==> config.mk <==
export PLATFORM = sky130hd
export DESIGN_NAME = extirq_latch_ctrl
export DESIGN_NICKNAME = d
export VERILOG_FILES = /design/src/rtl/extirq_pkg.sv /design/src/rtl/extirq_rst_sync.sv /design/src/rtl/extirq_sync.sv /design/src/rtl/extirq_src_qual.sv /design/src/rtl/extirq_regs.sv /design/src/rtl/extirq_latch_ctrl.sv
export SDC_FILE = /design/constraint.sdc
export NUM_CORES = 1
export LEC_CHECK = 0
export BUFFER_PORTS_ARGS = -buffer_cell sky130_fd_sc_hd__buf_2
export CAP_MARGIN = 10
export CELL_PAD_IN_SITES_DETAIL_PLACEMENT = 0
export CELL_PAD_IN_SITES_GLOBAL_PLACEMENT = 1
export CORE_MARGIN = 3
export CORE_UTILIZATION = 37
export CTS_BUF_LIST = sky130_fd_sc_hd__clkbuf_8
export CTS_CLUSTER_SIZE = 10
export DETAILED_ROUTE_END_ITERATION = 10
export PLACE_DENSITY_LB_ADDON = 0.1
export SLEW_MARGIN = 0
export SYNTH_ARGS = -nofsm -noshare
export SYNTH_HDL_FRONTEND = slang
export SYNTH_SLANG_ARGS = --single-unit
==> constraint.sdc <==
create_clock -name clk -period 1.4 [get_ports clk]
set_input_delay 0.21 -clock clk [delete_from_list [all_inputs] [get_ports clk]]
set_output_delay 0.21 -clock clk [all_outputs]
set_load 0.01 [all_outputs]
==> src/rtl/extirq_pkg.sv <==
package extirq_pkg;
  localparam int unsigned DATA_W = 8;
  localparam int unsigned ADDR_W = 2;

  localparam logic [ADDR_W-1:0] ADDR_CTRL = 2'd0;
  localparam logic [ADDR_W-1:0] ADDR_OPT  = 2'd1;

  localparam int unsigned CTRL_MASK = 0;
  localparam int unsigned CTRL_MODE = 1;
  localparam int unsigned CTRL_ACK  = 2;
  localparam int unsigned CTRL_PEND = 3;

  localparam int unsigned OPT_PUD   = 0;
  localparam int unsigned OPT_PIE   = 1;
  localparam int unsigned OPT_PFLAG = 2;

  typedef enum logic {
    TRIG_EDGE       = 1'b0,
    TRIG_EDGE_LEVEL = 1'b1
  } trig_mode_e;

  typedef struct packed {
    logic       mask;
    trig_mode_e mode;
    logic       pud;
    logic       pie;
  } irq_cfg_t;
endpackage

==> src/rtl/extirq_rst_sync.sv <==
module extirq_rst_sync #(
  parameter int unsigned STAGES = 2
) (
  input  logic clk,
  input  logic rst_n,
  output logic rst_n_sync
);
  logic [STAGES-1:0] chain_q;
  logic [STAGES-1:0] chain_d;

  always_comb begin
    chain_d = {chain_q[STAGES-2:0], 1'b1};
  end

  always_ff @(posedge clk or negedge rst_n) begin
    if (!rst_n) chain_q <= '0;
    else        chain_q <= chain_d;
  end

  assign rst_n_sync = chain_q[STAGES-1];
endmodule

==> src/rtl/extirq_sync.sv <==
module extirq_sync #(
  parameter int unsigned WIDTH   = 2,
  parameter int unsigned STAGES  = 2,
  parameter logic        RST_VAL = 1'b1
) (
  input  logic             clk,
  input  logic             rst_n,
  input  logic [WIDTH-1:0] d,
  output logic [WIDTH-1:0] q
);
  for (genvar b = 0; b < WIDTH; b++) begin : g_bit
    logic [STAGES-1:0] sh_q;
    logic [STAGES-1:0] sh_d;

    always_comb begin
      sh_d = {sh_q[STAGES-2:0], d[b]};
    end

    always_ff @(posedge clk or negedge rst_n) begin
      if (!rst_n) sh_q <= {STAGES{RST_VAL}};
      else        sh_q <= sh_d;
    end

    assign q[b] = sh_q[STAGES-1];
  end
endmodule

==> src/rtl/extirq_src_qual.sv <==
module extirq_src_qual (
  input  logic clk,
  input  logic rst_n,
  input  logic pin_n_s,
  input  logic port_n_s,
  input  logic periph_en,
  input  logic port_ie,
  output logic any_act,
  output logic port_act,
  output logic any_edge,
  output logic port_edge
);
  logic prev_any_q, prev_port_q;
  logic prev_any_d, prev_port_d;
  logic pin_act;

  always_comb begin
    pin_act     = ~pin_n_s;
    port_act    = port_ie & ~periph_en & ~port_n_s;
    any_act     = pin_act | port_act;
    any_edge    = any_act & ~prev_any_q;
    port_edge   = port_act & ~prev_port_q;
    prev_any_d  = any_act;
    prev_port_d = port_act;
  end

  always_ff @(posedge clk or negedge rst_n) begin
    if (!rst_n) begin
      prev_any_q  <= 1'b0;
      prev_port_q <= 1'b0;
    end else begin
      prev_any_q  <= prev_any_d;
      prev_port_q <= prev_port_d;
    end
  end

  // a port edge can only appear while the port source is qualified
  assert_port_edge_qual_R2: assert property (@(posedge clk) disable iff (!rst_n)
    (periph_en | ~port_ie) |-> ~port_edge);
endmodule

==> src/rtl/extirq_regs.sv <==
module extirq_regs
  import extirq_pkg::*;
(
  input  logic              clk,
  input  logic              rst_n,
  input  logic              bus_sel,
  input  logic              bus_wr,
  input  logic [ADDR_W-1:0] bus_addr,
  input  logic [DATA_W-1:0] bus_wdata,
  output logic [DATA_W-1:0] bus_rdata,
  input  logic              brk_active,
  input  logic              brk_clr_en,
  input  logic              any_act,
  input  logic              port_act,
  input  logic              any_edge,
  input  logic              port_edge,
  output irq_cfg_t          cfg,
  output logic              latch,
  output logic              port_flag
);
  irq_cfg_t cfg_q, cfg_d;
  logic     cfg_ctrl_en, cfg_opt_en;
  logic     latch_q, latch_d;
  logic     flag_q, flag_d;
  logic     wr_ctrl, wr_opt, clr_ok;
  logic     ack_clr, flag_clr, lat_set, flag_set, level_mode;

  always_comb begin
    wr_ctrl    = bus_sel & bus_wr & (bus_addr == ADDR_CTRL);
    wr_opt     = bus_sel & bus_wr & (bus_addr == ADDR_OPT);
    clr_ok     = ~brk_active | brk_clr_en;
    level_mode = (cfg_q.mode == TRIG_EDGE_LEVEL);

    ack_clr  = wr_ctrl & bus_wdata[CTRL_ACK] & clr_ok;
    flag_clr = wr_opt & bus_wdata[OPT_PFLAG] & clr_ok;
    lat_set  = any_edge | (level_mode & any_act);
    flag_set = port_edge | (level_mode & port_act);

    latch_d = lat_set | (latch_q & ~ack_clr);
    flag_d  = flag_set | (flag_q & ~flag_clr);

    cfg_ctrl_en = wr_ctrl;
    cfg_opt_en  = wr_opt;
    cfg_d       = cfg_q;
    if (cfg_ctrl_en) begin
      cfg_d.mask = bus_wdata[CTRL_MASK];
      cfg_d.mode = trig_mode_e'(bus_wdata[CTRL_MODE]);
    end
    if (cfg_opt_en) begin
      cfg_d.pud = bus_wdata[OPT_PUD];
      cfg_d.pie = bus_wdata[OPT_PIE];
    end
  end

  always_ff @(posedge clk or negedge rst_n) begin
    if (!rst_n) begin
      cfg_q   <= '{mask: 1'b0, mode: TRIG_EDGE, pud: 1'b0, pie: 1'b0};
      latch_q <= 1'b0;
      flag_q  <= 1'b0;
    end else begin
      if (cfg_ctrl_en || cfg_opt_en) cfg_q <= cfg_d;
      latch_q <= latch_d;
      flag_q  <= flag_d;
    end
  end

  always_comb begin
    bus_rdata = '0;
    unique case (bus_addr)
      ADDR_CTRL: begin
        bus_rdata[CTRL_MASK] = cfg_q.mask;
        bus_rdata[CTRL_MODE] = cfg_q.mode;
        bus_rdata[CTRL_PEND] = latch_q;
      end
      ADDR_OPT: begin
        bus_rdata[OPT_PUD]   = cfg_q.pud;
        bus_rdata[OPT_PIE]   = cfg_q.pie;
        bus_rdata[OPT_PFLAG] = flag_q;
      end
      default: bus_rdata = '0;
    endcase
  end

  assign cfg       = cfg_q;
  assign latch     = latch_q;
  assign port_flag = flag_q;

  // an acknowledge outside break, with no set source, clears the latch
  assert_ack_clears_R4: assert property (@(posedge clk) disable iff (!rst_n)
    (bus_sel & bus_wr & (bus_addr == ADDR_CTRL) & bus_wdata[CTRL_ACK] & ~brk_active
     & ~any_edge & ~(cfg_q.mode == TRIG_EDGE_LEVEL & any_act)) |=> ~latch_q);

  // an arriving edge always leaves the latch set
  assert_edge_wins_R5: assert property (@(posedge clk) disable iff (!rst_n)
    any_edge |=> latch_q);

  // protected latch and flag hold during break
  assert_brk_hold_latch_R7: assert property (@(posedge clk) disable iff (!rst_n)
    (brk_active & ~brk_clr_en & latch_q) |=> latch_q);
  assert_brk_hold_flag_R7: assert property (@(posedge clk) disable iff (!rst_n)
    (brk_active & ~brk_clr_en & flag_q) |=> flag_q);
endmodule

==> src/rtl/extirq_latch_ctrl.sv <==
module extirq_latch_ctrl
  import extirq_pkg::*;
#(
  parameter int unsigned SYNC_STAGES = 2,
  parameter int unsigned RST_STAGES  = 2
) (
  input  logic              clk,
  input  logic              rst_n,
  input  logic              irq_pin_n,
  input  logic              port_pin_n,
  input  logic              periph_en,
  input  logic              brk_active,
  input  logic              brk_clr_en,
  input  logic              bus_sel,
  input  logic              bus_wr,
  input  logic [ADDR_W-1:0] bus_addr,
  input  logic [DATA_W-1:0] bus_wdata,
  output logic [DATA_W-1:0] bus_rdata,
  output logic              cpu_irq,
  output logic              pullup_dis
);
  localparam int unsigned N_SRC = 2;

  logic             rst_n_i;
  logic [N_SRC-1:0] raw_n, sync_n;
  logic             any_act, port_act, any_edge, port_edge;
  irq_cfg_t         cfg;
  logic             latch, port_flag;

  extirq_rst_sync #(.STAGES(RST_STAGES)) u_rst_sync (
    .clk        (clk),
    .rst_n      (rst_n),
    .rst_n_sync (rst_n_i)
  );

  assign raw_n = {port_pin_n, irq_pin_n};

  extirq_sync #(.WIDTH(N_SRC), .STAGES(SYNC_STAGES), .RST_VAL(1'b1)) u_sync (
    .clk   (clk),
    .rst_n (rst_n_i),
    .d     (raw_n),
    .q     (sync_n)
  );

  extirq_src_qual u_qual (
    .clk       (clk),
    .rst_n     (rst_n_i),
    .pin_n_s   (sync_n[0]),
    .port_n_s  (sync_n[1]),
    .periph_en (periph_en),
    .port_ie   (cfg.pie),
    .any_act   (any_act),
    .port_act  (port_act),
    .any_edge  (any_edge),
    .port_edge (port_edge)
  );

  extirq_regs u_regs (
    .clk        (clk),
    .rst_n      (rst_n_i),
    .bus_sel    (bus_sel),
    .bus_wr     (bus_wr),
    .bus_addr   (bus_addr),
    .bus_wdata  (bus_wdata),
    .bus_rdata  (bus_rdata),
    .brk_active (brk_active),
    .brk_clr_en (brk_clr_en),
    .any_act    (any_act),
    .port_act   (port_act),
    .any_edge   (any_edge),
    .port_edge  (port_edge),
    .cfg        (cfg),
    .latch      (latch),
    .port_flag  (port_flag)
  );

  assign cpu_irq    = latch & ~cfg.mask;
  assign pullup_dis = cfg.pud;

  // the latch rises only after a synchronized source was active
  assert_rise_cause_R1: assert property (@(posedge clk) disable iff (!rst_n_i)
    $rose(latch) |-> $past(any_act));

  // the port flag never rises from an unqualified port pin
  assert_port_gate_R2: assert property (@(posedge clk) disable iff (!rst_n_i)
    (periph_en | ~cfg.pie) |=> ~$rose(port_flag));
endmodule

==> impl_results.md, run 1 <==
* Met2 Use GR at 17.0%
* Core area at 1400 um2
* Pre-antenna DRT Iters at 2
* Port Buffers at 19
* Worst vdd ir at 0.990 mV
* Gate power share at 14.8%
* Most frequent cells in the layout: 19 x buf_2, 10 x dfrtp_1, 6 x nand2_1, 5 x conb_1
* Non-Filler Instances at 84
* Worst Setup End Kind: primary output
* Area fraction of the dominant cell type after synthesis at 42.4%
* Total GRT Usage at 10.8%
* Root Buffer: clkbuf_8
* Insertion delay to the later sink of the worst-skew pair at 230 ps
* GR peak layer: met2
* Critical path type: reg2out
* Setup TNS at 0 ps
* Die Y at 46.0 um
* Commonest non-fill, non-tap cell in the layout: buf_2
* Die width at 46.0 um
* Cell count after synthesis at 48
* Fin Hold WS at 73.2 ps
* Post-synth cell types at 18
* Global-route wire length before repair at 1610 um
* Final Max Tran Viols at 0
* Post-Syn Area per Cell at 12.3 um2
* Yosys warns at 0
* Outcome: complete, no violations
* Sequential Area at 355 um2
* Initial Utilization at 42.2%
* Routability cong. at 0.636
* Minimum clock period after layout at 1160 ps
* Initial antenna violation count at 0
* Post-Syn Area at 591 um2
* CTS tree: built
* Final setup fails at 0
* Postcts setup bufs at 0
* DP Wirelength at 773 um
* Cell taking the most area after synthesis: dfrtp_1
* Layout cells sized above 1 at 40.6%
* Seq cells post-synth at 14
* Number of global-route vias before repair at 394
* Avg WL per Cell at 11.4 um
* CTS clk-pin slew, worst paths at 50 ps
* Final Hold Vio Count at 0
* Sw Ratio at 22.8%
* Pin count of the biggest net entering global routing at 13
* Starting DRT DRC Count at 3
* P per Cell Area at 1290 nW/um2
* Crit path max fanout at 4
* Cell Rows at 13
* Max-cap viol count at 0
* Crit share post-route at 82.8%
* Clk sinks at 14
* Final Worst Setup Slack at 241 ps
* Req. time, crit path at 1190 ps
* Detail Route Antenna Nets at 0
* Clk buf depth at 2
* Area grow syn2layout at 22.9%
* Worst Hold Class: in2reg
* Arrival time worst endpoint at 950 ps
* H-Tree Level Count at 1
* Met1 usage in global routing at 14.6%
* RSZ-0062 raised after global routing: false
* Vias at 405
* DRC viols at 0
* Skew final at 1.44 ps
* CP Launch Type: register
* Fmax at 0.863 GHz
* # IOs at 29
* GR met3 Demand/Resource at 2.37%
* Top post-synthesis cells by area: dfrtp_1 42%, dfstp_2 18%, buf_4 5.1%
* Post-place setup slack at 195 ps
* Int Pwr at 0.722 mW
* Routed WL at 957 um
* Post-Place Cells at 80
* Filler instances at 125
* Die Footprint at 2110 um2
* Sequential area share after synthesis at 60.2%
* Switch Pwr at 0.214 mW
* Seq pwr share at 52.4%
* Inserted Diodes at 0
* Util after Layout at 51.9%
* Vias per cell at 4.82
* Multi-input logic area at 205 um2
* LEAKAGE at 0.361 nW
* Clock power frac at 32.8%
* Cts bufs inserted at 3
* Grt ovf at 0
* NumNets Final at 90
-- layout make-up --
type,count,share of cell area (%)
repair buffers,20,14.5
flip-flops and latches,14,49.0
well taps,15,2.59
clock buffers,3,5.69
multi-input cells,32,28.3
-- cell families (layout without fill, tap and decap cells) --
| family | Yosys count | count (layout) | share of synthesized area [%] |
|---|---|---|---|
| buf+inv | 5 | 23 | 6.99 |
| other cells | 2 | 5 | 1.27 |
| mux | 4 | 4 | 7.20 |
| compound gates | 2 | 2 | 2.97 |
| simple gates | 21 | 21 | 21.4 |
| flops | 14 | 14 | 60.2 |
-- worst paths after layout --
kind	from	end	slack (ps)	cells after the start
min reg2reg	u_rst_sync.chain_q[1]	u_regs.level_mode	180	0
min in group asynchronous	u_rst_sync.chain_q[1]	u_regs.level_mode	180	0
max in group asynchronous	u_rst_sync.chain_q[1]	u_sync.g_bit[0].sh_q[1]	880	0
max	u_regs.level_mode	bus_rdata[1]	240	3
min	irq_pin_n	u_sync.g_bit[0].sh_q[0]	70	1
max reg2reg	u_regs.cfg[0]	u_regs.latch	350	3
-- stage by stage --
step           power (mW)  area (um2)
3_3_place_gp        0.634         674
4_1_cts             0.948         726
3_5_place_dp        0.638         674
6_report            0.936         726
5_1_grt             0.990         726
2_1_floorplan       0.584         602
-- metal layers --
layer	wire length (um)	up-vias	share of wire (%)
li1	-	195	-
met5	0	-	0
met3	64	2	6.7
met4	9	0	0.94
met1	425	195	44
met2	458	13	48
-- power by group through the flow --
stage,combinational [mW],sequential (mW),clock [mW]
floorplan,0.0938,0.490,0
global placement,0.137,0.498,0
detailed placement,0.139,0.499,0
CTS,0.142,0.493,0.314
global route,0.158,0.500,0.332
finish,0.138,0.490,0.307
-- registers in the layout (all words and copies together) (netlist names) --
name	cells
u_qual.prev_any_q	1
u_qual.prev_port_q	1
u_regs.cfg	3
u_regs.latch	1
u_regs.level_mode	1
u_regs.port_flag	1
u_rst_sync.chain_q	2
u_sync.g_bit.sh_q	4
-- what timing repair did --
action | in CTS | in global routing
hold buffers | 1 | 0
gates resized for setup | 0 | 0
hold endpoints to repair | 2 | 0
-- worst max-delay path, stage by stage (launching register included) --
cell,delay (ps)
dfrtp_1,400
mux2i_1,140
nor2_1,50
buf_2,130
-- cells in the mapped netlist, drive strengths merged --
library cell and count:
dfstp 4, dfrtp 10, buf 5, nand4b 1, nor2 2, and4b 1
and3b 1, nand2b 4, conb 2, nand3 2, and4bb 1, mux2 2
nor2b 1, mux2i 2, nand2 6, nor3b 2, a22o 2
Power figures use the tool's default switching activity.
==> inputs of run 2 (changes only) <==
- CORE_ASPECT_RATIO: unset -> 0.8
- CORE_UTILIZATION: 37 -> 31
- clock period: 1.4 -> 0.94 ns (I/O delays scaled with it)
==> run 2 against run 1 <==
  * The flow now finishes with violations (negative setup slack)
  * Critical path depth up 1
  * Hold slack improved by 8.4 ps
  * Via count is 12% higher
  * Die area up 17%
  * Setup slack got worse by 500 ps
  * Sequential power is 49% higher
  * Sequential share of layout area down 9.1 points
  * Global-route usage grew 1.1 points
  * Highest routed layer is now met3
  * Clock power increased by 89%
  * Wire length up 29%
==> impl_results.md, run 2 (synthesis gave the netlist of run 1 again) <==
* Final setup fails at 8
* Max reg flops at 4
* Vias at 452
* Vias per cell at 4.26
* Arrival time worst endpoint at 1060 ps
* Starting DRT DRC Count at 3
* Failing checks: negative setup slack
* Global-route wire length before repair at 2000 um
* P per Cell Area at 1850 nW/um2
* Pre-antenna DRT Iters at 4
* # IOs at 29
* H-Tree Level Count at 1
* Area grow syn2layout at 51.1%
* Initial Utilization at 34.6%
* Outcome: finished, violations left
* Clock power frac at 35.1%
* Minimum clock period after layout at 1200 ps
* Final Worst Setup Slack at -258 ps
* RSZ-0062 raised after global routing: true
* Switch Pwr at 0.384 mW
* Final Max Tran Viols at 0
* Max-cap viol count at 0
* Seq pwr share at 44.3%
* Worst vdd ir at 1.17 mV
* Die Footprint at 2470 um2
* Routability cong. at 0.695
* Worst Hold Class: in2reg
* DP Wirelength at 857 um
* Avg WL per Cell at 11.6 um
* Layout cells sized above 1 at 51.2%
* Util after Layout at 52.2%
* Cell Rows at 13
* Final Hold Vio Count at 0
* CTS clk-pin slew, worst paths at 60 ps
* Crit share post-route at 127%
* Root Buffer: clkbuf_8
* Die Y at 45.0 um
* Initial antenna violation count at 0
* Post-route cell area at 892 um2
* Total GRT Usage at 11.9%
* Commonest non-fill, non-tap cell in the layout: buf_2
* NumNets Final at 104
* Port Buffers at 19
* Number of global-route vias before repair at 455
* Worst Setup End Kind: primary output
* Inserted Diodes at 0
* Die width at 54.8 um
* DRC viols at 0
* Detail Route Antenna Nets at 0
* Clk sinks at 14
* Insertion delay to the later sink of the worst-skew pair at 240 ps
* Area after DPL at 736 um2
* CTS tree: built
* Req. time, crit path at 800 ps
* Grt ovf at 0
* LEAKAGE at 0.451 nW
* Cts bufs inserted at 3
* Most frequent cells in the layout: 19 x buf_2, 10 x buf_4, 10 x dfrtp_1, 6 x nand2_1, 5 x conb_1
* Int Pwr at 1.27 mW
* Routed WL at 1230 um
* Fmax at 0.835 GHz
* Pin count of the biggest net entering global routing at 13
* CP Launch Type: register
* Gate power share at 20.6%
* Core area at 1710 um2
* Sw Ratio at 23.3%
* Critical path type: reg2out
* Largest reg by FF count: u_sync.g_bit.sh_q
* Skew final at 2.77 ps
* Clk buf depth at 2
* Crit path max fanout at 2
[run 2: final cells by class]
| class | count | area, um2 |
|---|---|---|
| multi-input cells | 32 | 231 |
| repair buffers | 34 | 223 |
| clock buffers | 4 | 55.1 |
| fillers | 154 | 816 |
| well taps | 22 | 27.5 |
| flip-flops and latches | 14 | 355 |
[run 2: path summary, 6_finish.rpt]
check                                      start                       to  slack, ps  cells after the start
setup / recovery                   u_regs.cfg[0]             bus_rdata[1]       -260                      4
hold / removal                         periph_en       u_qual.prev_port_q         80                      2
setup reg to reg                   u_regs.cfg[0]             u_regs.latch       -240                      5
hold reg to reg            u_rst_sync.chain_q[1]       u_qual.prev_port_q        180                      0
max in group asynchronous  u_rst_sync.chain_q[1]  u_sync.g_bit[1].sh_q[1]        410                      0
min in group asynchronous  u_rst_sync.chain_q[1]       u_qual.prev_port_q        180                      0
[run 2: critical path, stage by stage (launching register included)]
cell	delay, ps
dfrtp_1	370
buf_4	130
mux2i_1	130
nor2_1	50
buf_2	130
[run 2: through the flow]
stage / setup TNS (ps) / total power [mW] / hold slack, ps / setup slack (ps) / std cells
floorplan: -135 / 0.882 / -155 / -46.8 / 51
global placement: -476 / 0.989 / -70.8 / -106 / 93
detailed placement: -500 / 0.989 / -72.4 / -135 / 93
CTS: -1060 / 1.64 / 79.6 / -264 / 104
global route: -1720 / 1.75 / 87.7 / -298 / 106
finish: -1390 / 1.65 / 81.7 / -258 / 106
[run 2: repair_timing]
action | 4_1_cts | 5_1_grt
hold buffers | 3 | 0
setup endpoints to repair | 7 | 9
buffers inserted | 4 | 2
hold endpoints to repair | 4 | 0
resized for setup | 4 | 1
gates cloned | 0 | 0
pin swaps | 2 | 0
[run 2: power groups by stage]
stage | logic [mW] | clock network, mW | registers, mW
6_report | 0.339 | 0.580 | 0.732
5_1_grt | 0.377 | 0.632 | 0.742
4_1_cts | 0.310 | 0.599 | 0.733
3_5_place_dp | 0.246 | 0 | 0.743
3_3_place_gp | 0.246 | 0 | 0.743
2_1_floorplan | 0.152 | 0 | 0.730
[run 2: layer usage]
| layer | track usage [%] | up-vias | share of wire (%) |
|---|---|---|---|
| met2 | 17.5 | 20 | 47 |
| li1 | - | 225 | - |
| met1 | 15.5 | 207 | 44 |
| met5 | 0 | - | 0 |
| met3 | 4.95 | 0 | 8.2 |
| met4 | 4.48 | 0 | 0 |
